===== config.mk =====
export PLATFORM = sky130hd
export DESIGN_NAME = frac_clkgen
export DESIGN_NICKNAME = d
export VERILOG_FILES = /design/src/rtl/frac_clkgen.sv
export SDC_FILE = /design/constraint.sdc
export NUM_CORES = 1
export LEC_CHECK = 0
export ABC_AREA = 1
export BUFFER_PORTS_ARGS = -buffer_cell sky130_fd_sc_hd__buf_2
export CORE_MARGIN = 1.5
export CORE_UTILIZATION = 40
export DETAILED_ROUTE_END_ITERATION = 12
export PLACE_DENSITY = 0.59
export SKIP_CTS_REPAIR_TIMING = 1
export SLEW_MARGIN = 20
export SYNTH_ARGS = -nofsm -noshare
export SYNTH_HDL_FRONTEND = slang
export SYNTH_SLANG_ARGS = --single-unit

===== constraint.sdc =====
create_clock -name clk -period 8.3 [get_ports clk]
set_input_delay 0.83 -clock clk [delete_from_list [all_inputs] [get_ports clk]]
set_output_delay 0.83 -clock clk [all_outputs]
set_load 0.02 [all_outputs]

===== src/rtl/frac_clkgen.sv =====
module frac_clkgen (
  input  logic        clk,
  input  logic        rst_n,
  input  logic        wr_en,
  input  logic        wr_sel,
  input  logic [31:0] wr_data,
  input  logic        rd_sel,
  output logic [31:0] rd_data,
  input  logic [3:0]  src_tick,
  output logic        clk_out
);
  localparam logic [7:0] KEY = 8'h5A;

  logic [3:0]  src_q;
  logic [1:0]  mash_q;
  logic        enab_q, kill_q, busy_q;
  logic [11:0] divi_q, divf_q, acc_q;
  logic [12:0] cnt_q;
  logic        tick, src_ok;

  always_comb begin
    tick   = 1'b0;
    src_ok = 1'b1;
    case (src_q)
      4'd1:    tick = src_tick[0];
      4'd5:    tick = src_tick[1];
      4'd6:    tick = src_tick[2];
      4'd7:    tick = src_tick[3];
      default: src_ok = 1'b0;
    endcase
  end

  wire        key_ok  = wr_en && (wr_data[31:24] == KEY);
  wire [12:0] acc_sum = {1'b0, acc_q} + {1'b0, divf_q};
  wire        stretch = (mash_q != 2'd0) && acc_sum[12];
  wire [12:0] period  = {1'b0, divi_q} + {12'd0, stretch};
  wire [12:0] hi_len  = period >> 1;
  wire        cfg_ok  = src_ok && (divi_q >= 12'd2);
  wire        start   = !busy_q && enab_q && !kill_q && cfg_ok;
  wire        wrap    = busy_q && tick && (cnt_q == period - 13'd1);
  wire        stop    = !enab_q || kill_q;

  always_ff @(posedge clk or negedge rst_n) begin
    if (!rst_n) begin
      src_q <= '0; mash_q <= '0; enab_q <= 1'b0; kill_q <= 1'b0;
      busy_q <= 1'b0; divi_q <= '0; divf_q <= '0; acc_q <= '0; cnt_q <= '0;
    end else begin
      if (key_ok && !wr_sel) begin
        enab_q <= wr_data[4];
        kill_q <= wr_data[5];
        if (!busy_q) begin
          src_q  <= wr_data[3:0];
          mash_q <= wr_data[10:9];
        end
      end
      if (key_ok && wr_sel && !busy_q) begin
        divi_q <= wr_data[23:12];
        divf_q <= wr_data[11:0];
      end
      if (start) begin
        busy_q <= 1'b1;
        cnt_q  <= '0;
        acc_q  <= '0;
      end else if (busy_q && tick) begin
        if (wrap) begin
          cnt_q <= '0;
          if (mash_q != 2'd0) acc_q <= acc_sum[11:0];
          if (stop) busy_q <= 1'b0;
        end else begin
          cnt_q <= cnt_q + 13'd1;
        end
      end
    end
  end

  assign clk_out = busy_q && (cnt_q < hi_len);
  assign rd_data = rd_sel ? {8'h00, divi_q, divf_q}
                          : {21'd0, mash_q, 1'b0, busy_q, 1'b0, kill_q, enab_q, src_q};
endmodule



==> results of run 1 <==
[final timing paths]
kind	end	slack, ns	depth (start not counted)
worst max-delay path	clk_out	3.14	20
worst min-delay path	acc_q[2]	0.48	2
worst max register to register	acc_q[7]	3.81	27
worst min register to register	acc_q[2]	0.48	2
max in group asynchronous	cnt_q[2]	7.13	2
min in group asynchronous	divi_q[1]	0.65	2
[sequential cells by signal, summed over array words and instances (netlist names)]
signal and flops:
enab_q 1, mash_q 2, kill_q 1, cnt_q 13, divi_q 12, acc_q 12
src_q 4, divf_q 12, busy_q 1
[logic make-up (layout without fill, tap and decap cells)]
logic type                 Yosys count  in the layout  share of synthesized area [%]
adders and majority gates           28             28                           7.64
and+or+nand+nor                    359            359                           34.9
xor gates and xnor gates            18             18                           3.37
buffers and inverters              116            174                           10.6
AOI/OAI and AO/OA                   67             67                           8.12
muxes                               18             18                           4.33
DFF                                 58             58                           31.0
other                                1              8                         0.0801
[final cells by class]
cell class              count  share of cell area (%)
repair buffers             67                    6.29
well taps                 143                    3.30
flip-flops and latches     58                    26.8
clock inverters             4                    1.34
inverters                  91                    6.31
clock buffers              12                    4.92
multi-input cells         498                    51.0
[report_power, final]
group | switching [mW] | internal [mW]
Clock | 0.133 | 0.287
Sequential | 0.000199 | 0.283
Combinational | 0.0165 | 0.00829
Total | 0.149 | 0.578
[cells in the mapped netlist, types with 2 or more instances]
cell       count
xor2_1        14
nand2_2       14
o21ai_0       30
nand2_4        3
ha_1          27
nand4_1       13
nor2_1        46
a21oi_1       20
buf_2          3
inv_1         88
nor2_2         6
o21a_1         3
inv_2          3
dfrtp_1       58
nand3_1       59
xnor2_1        4
nor3_1         7
nor2_4         6
a21o_1         2
o2111ai_1      2
nor4_1         4
clkbuf_1       8
mux2_2        18
buf_6          2
nand2_1      192
nand3_2        4
a211oi_1       2
buf_4         11
[stage by stage]
stage	cells	area [µm²]
floorplan	672	4710
finish	873	5410
global route	873	5410
CTS	873	5410
global placement	857	5070
detailed placement	857	5070
[layer usage]
metal	wire length (µm)	global-route usage [%]	vias up	part of all wire [%]
met3	450	3.94	20	3.8
met2	5880	35.3	91	50
met4	271	8.10	0	2.3
met5	0	0	-	0
li1	-	-	2245	-
met1	5250	23.4	2052	44
[cell usage in the layout, fill, tap and decap left out, types with 2 or more instances in the layout]
cell / synthesis / layout
nand3_2: 4 / 4
buf_4: 11 / 2
nor2_2: 6 / 6
nor3_1: 7 / 7
nor4_1: 4 / 4
a211oi_1: 2 / 2
clkbuf_8: 0 / 3
o21ai_0: 30 / 30
ha_1: 27 / 27
o21a_1: 3 / 3
nand2_1: 192 / 192
clkbuf_16: 0 / 9
xnor2_1: 4 / 4
a21oi_1: 20 / 20
a21o_1: 2 / 2
mux2_2: 18 / 18
bufinv_16: 0 / 2
xor2_1: 14 / 14
nand2_4: 3 / 3
inv_1: 88 / 88
o2111ai_1: 2 / 2
buf_2: 3 / 65
nand4_1: 13 / 13
inv_2: 3 / 3
dfrtp_1: 58 / 58
nor2_1: 46 / 46
nor2_4: 6 / 6
nand2_2: 14 / 14
conb_1: 1 / 8
nand3_1: 59 / 59
[worst max-delay path, stage by stage (launching register included)]
cell	delay, ns
dfrtp_1	0.39
ha_1	0.35
nand2_1	0.11
o21ai_0	0.22
nand2_1	0.07
o2111ai_1	0.10
nand2_1	0.11
a21boi_0	0.20
o22ai_1	0.10
inv_1	0.08
ha_1	0.20
ha_1	0.26
nand3_2	0.14
nor2_2	0.19
nand2_1	0.11
inv_1	0.06
nand3_1	0.12
ha_1	0.34
a2111oi_0	0.43
o211a_1	0.24
buf_2	0.17
==> key figures, run 1 <==
Routing
  • Starting DRT DRC Count: between 200 and 250
  • Vias: 4408
  • Residual DRC: 0
  • Drt first pass iters: 4
  • Drt total wl: around 12000 µm
  • Vias per std cell: 5.05
  • DRT antenna net count: 0
  • Wirelength per Cell: 13.6 µm

Clock network
  • Root Driver: clkbuf_16
  • Inserted Clock Buffers: 9
  • Clock buffer depth: 2
  • Clock Sinks: slightly below 60
  • CTS tree: done
  • Worst-Skew Late Latency: 0.33 ns
  • Worst-path clk slew: 0.05 ns
  • H-tree levels: 3

Timing
  • Final setup margin: 3.14 ns
  • Max Slew Vio Count: 0
  • Finish-stage setup viols: 0
  • Worst Hold Margin: 0.476 ns
  • Final worst-path cycle share: 62.2%
  • Maximum clock frequency: 0.194 GHz
  • Worst Max-Slew Pin Slew: 0.755 ns
  • Relative slew margins: 49.7%
  • Clk_skew: 0.00788 ns
  • Fin crit period: 5.16 ns
  • Final Hold Vio Count: 0
  • Unrepaired setup endpoints after global routing: false
  • Setup TNS: 0 ns

Synthesis
  • Post-Syn Area: 4680 µm²
  • Top cells by area, synth: dfrtp_1 31%, nand2_1 15%, ha_1 7.2%, inv_1 7.1%, nand3_1 6.3%
  • Share of the synthesized area in the top cell type: 31.0%
  • Async SR Flop Fraction: 100%
  • Avg Cell Area, Syn: 7.04 µm²
  • Synth area leader: dfrtp_1
  • Sequential area share after synthesis: 31.0%
  • Cells after Synth: 665
  • Yosys reg bits: 58
  • Distinct cells, synth: 44
  • Top FF cell, synth: dfrtp_1
  • Yosys Warn Count: 0
  • Number of synthesized flops with an enable pin: 0

Setup path
  • Crit path DAT: 4.33 ns
  • Launching point of the worst reg2reg path: divf_q[0]
  • CP Capture Type: output pin
  • Critical Path Start: divf_q[5]
  • Critical path peak fanout: 5
  • Critical path type: reg -> out
  • Critical Path Start Type: flip-flop
  • Critical Path RT: 7.47 ns

Pwr
  • Power per cell area: roughly 130 nW/µm²
  • LEAKAGE: 3.04 nW
  • Maximum VDD drop: 122 µV
  • Total power: 728 µW

Placed design
  • GP Congestion: 0.830
  • Placed wire-length estimate: slightly above 9000 µm
  • Port Buf Inserts: 65
  • Pre-CTS setup slack: 3.49 ns

Global route
  • GRT Total Usage: 19.9%
  • Vias in the first global route: 4295
  • Largest net degree at the start of global routing: roughly 60
  • First-pass GRT wire length: 20000 µm
  • Total gr overflow: 0
  • Initial antenna violation count: 0

Worst hold path
  • Class of the worst hold path: reg -> reg
  • Worst Hold Launch: acc_q[2]

Layout
  • Area delta synth->final: 15.6%
  • Fraction of layout cells with a size suffix above 1: 19.0%
  • Fillers: ~1.2k
  • Final Util: 47.4%
  • ANT cells: 0
  • Area of the multi-input gates: 2760 µm²
  • Layout net count: a little under 800
  • Register area: 1450 µm²

Run
  • Max_cap viols: 0

Floorplanning
  • Placement Rows: 39
  • Core Region: 11400 µm²
  • DIE WIDTH: 111 µm
  • Height of the chip: between 100 and 150 µm
  • Starting Density: 41.0%
  • IO Count: between 70 and 80
  • Die footprint: 12400 µm²

Outcome
  • Status: complete, no violations
Note: power is estimated with default switching activity, not from simulation.
==> run 2, diff against run 1 <==
==> constraint.sdc (replaced) <==
create_clock -name clk -period 5.1 [get_ports clk]
set_input_delay 0.51 -clock clk [delete_from_list [all_inputs] [get_ports clk]]
set_output_delay 0.51 -clock clk [all_outputs]
set_load 0.02 [all_outputs]
==> run 2 against run 1 <==
Via count shrank 0.52%. Setup slack got worse by 2.8 ns. Sequential power increased by 62%. First-iteration DRC count up 6.5%. Utilization increased by 0.12 points. Routed wire length shrank 0.89%. Cell count is the same. Clock power is 67% higher. Largest cell class unchanged. Cell area grew 0.25%. Register-to-register slack worse by 3.1 ns. Power is 65% higher. Count of clock-buffer cells in the layout fell by 3.
==> key figures, run 2 (synthesis results as in run 1) <==
Outcome
  • Status: complete, no violations (unchanged)

Timing
  • Fin crit period: roughly 4.7 ns
  • Unrepaired setup endpoints after global routing: false (unchanged)
  • Maximum clock frequency: about 0.21 GHz
  • Worst Max-Slew Pin Slew: 0.746 ns (was 0.755 ns)
  • Max Slew Vio Count: 0 (unchanged)
  • Relative slew margins: 50.3% (was 49.7%)
  • Final setup margin: 0.367 ns (was 3.14 ns)
  • Setup TNS: 0 ns (unchanged)
  • Clk_skew: 0.00445 ns (was 0.00788 ns)
  • Finish-stage setup viols: 0 (unchanged)
  • Final Hold Vio Count: 0 (unchanged)
  • Final worst-path cycle share: 92.8%

Routing
  • Drt first pass iters: 6 (was 4)
  • Starting DRT DRC Count: 231 (was 217)
  • DRT antenna net count: 0 (unchanged)
  • Wirelength per Cell: 13.5 µm (was 13.6 µm)
  • Vias per std cell: 5.02 (was 5.05)
  • Residual DRC: 0 (unchanged)
  • Drt total wl: 11700 µm (was 11800 µm)
  • Vias: 4385 (was 4408)

Clock network
  • CTS tree: done (unchanged)
  • Clock buffer depth: 2 (unchanged)
  • Worst-path clk slew: 0.05 ns (about the same)
  • Worst-Skew Late Latency: 0.33 ns (about the same)
  • Clock Sinks: 58 (unchanged)
  • Root Driver: clkbuf_16 (unchanged)
  • Inserted Clock Buffers: 9 (unchanged)
  • H-tree levels: 3 (unchanged)

Floorplanning
  • Starting Density: 41.0% (unchanged)
  • Die footprint: 12400 µm² (unchanged)
  • Placement Rows: 39 (unchanged)
  • Core Region: 11400 µm² (unchanged)
  • DIE WIDTH: 111 µm (unchanged)
  • Height of the chip: 111 µm (unchanged)
  • IO Count: 74 (unchanged)

Pwr
  • Maximum VDD drop: 247 µV (was 122 µV)
  • Total power: 1.20 mW (was 728 µW)
  • LEAKAGE: 3.04 nW (about the same)
  • Power per cell area: 222 nW/µm² (was 134 nW/µm²)

Setup path
  • Launching point of the worst reg2reg path: divf_q[0] (unchanged)
  • Critical Path Start Type: flip-flop (unchanged)
  • CP endpoint: clk_out (unchanged)
  • Crit path DAT: 4.22 ns (was 4.33 ns)
  • Critical path peak fanout: 7 (was 5)
  • Worst r2r path cells: 25 (was 27)
  • Critical Path Start: divf_q[5] (unchanged)
  • Flop-to-flop setup slack: 0.69 ns (was 3.81 ns)
  • Worst R2R End: acc_q[7] (unchanged)
  • Critical Path RT: 4.59 ns (was 7.47 ns)
  • Critical path type: reg -> out (unchanged)
  • CP Capture Type: output pin (unchanged)

Layout
  • ANT cells: 0 (unchanged)
  • Commonest non-fill, non-tap cell in the layout: nand2_1 (unchanged)
  • Top reg by flops: cnt_q (unchanged)
  • Layout net count: 794 (unchanged)
  • Max FFs per register: 13 (unchanged)
  • Area delta synth->final: 15.9% (was 15.6%)
  • Most frequent cells in the layout: 192 x nand2_1, 88 x inv_1, 65 x buf_2 (unchanged)
  • Fraction of layout cells with a size suffix above 1: 19.5% (was 19.0%)

Placed design
  • Port Buf Inserts: 65 (unchanged)
  • Pre-CTS setup slack: 0.604 ns (was 3.49 ns)
  • GP Congestion: 0.830 (about the same)
  • Placed wire-length estimate: 9020 µm (was 9140 µm)

Global route
  • Met3 usage: 4.26% (was 3.94%)
  • Initial antenna violation count: 0 (unchanged)
  • GRT met2 Usage: 33.9% (was 35.3%)
  • GRT Total Usage: 19.9% (about the same)
  • Total gr overflow: 0 (unchanged)
  • Vias in the first global route: 4369 (was 4295)
  • Most crowded layer after global routing: met2 (unchanged)
  • First-pass GRT wire length: 20000 µm (about the same)
  • Routing usage on met1: 23.7% (was 23.4%)
  • Largest net degree at the start of global routing: 59 (unchanged)

Worst hold path
  • Class of the worst hold path: in -> async (was reg -> reg)

Run
  • Max_cap viols: 0 (unchanged)
==> run 2: routing by layer <==
layer	share of wire (%)	wire [µm]
met5	0	0
met4	3.8	447
met3	4.2	494
met2	48	5640
met1	44	5170
==> run 2: how the worst min path moves through the flow <==
stage | from | end | slack (ns)
final | rst_n | divi_q[1] | 0.31
after global routing | rst_n | divi_q[2] | 0.39
after CTS | rst_n | divi_q[2] | 0.36
after detailed placement | acc_q[3] | acc_q[3] | 0.47
after global placement | acc_q[3] | acc_q[3] | 0.46
after floorplan | rst_n | acc_q[0] | 0.21
==> run 2: worst max-delay path, stage by stage, from the launching register on <==
cell	delay, ns
dfrtp_1	0.39
ha_1	0.36
nand2_1	0.10
o21ai_0	0.22
nand2_1	0.08
o2111ai_1	0.10
nand2_1	0.10
a21boi_1	0.17
o22ai_1	0.09
inv_1	0.09
ha_1	0.21
nand3_2	0.13
nor2_4	0.19
nand2_2	0.08
nand2_4	0.12
inv_2	0.05
ha_1	0.28
nand2_1	0.09
nor2_1	0.05
o21ai_0	0.06
o211ai_1	0.11
a21oi_1	0.17
nor2_1	0.07
a211oi_2	0.19
o211a_1	0.20
buf_2	0.18
==> run 2: layout make-up <==
class | instances | area (µm²)
Timing Repair Buffer | 67 | 340
Clock inverter | 7 | 118
Fill cell | 1164 | 5990
Clock buffer | 9 | 225
Inverter | 91 | 342
Sequential cell | 58 | 1450
Multi-Input combinational cell | 498 | 2770
Tap cell | 143 | 179
==> run 2: through the flow <==
stage / cells / hold WS, ns / util, % / instance area [µm²]
6_report: 873 / 0.315 / 47.5 / 5430
5_1_grt: 873 / 0.390 / 47.5 / 5430
4_1_cts: 873 / 0.360 / 47.4 / 5420
3_5_place_dp: 857 / 0.470 / 44.4 / 5070
3_3_place_gp: 857 / 0.459 / 44.4 / 5070
2_1_floorplan: 672 / 0.214 / - / 4710
==> run 2: power breakdown <==
group | internal (mW) | total, mW | switching [mW]
sequential | 0.461 | 0.461 | 0.000276
combinational | 0.0135 | 0.0404 | 0.0269
clock | 0.477 | 0.701 | 0.225
total | 0.951 | 1.20 | 0.252
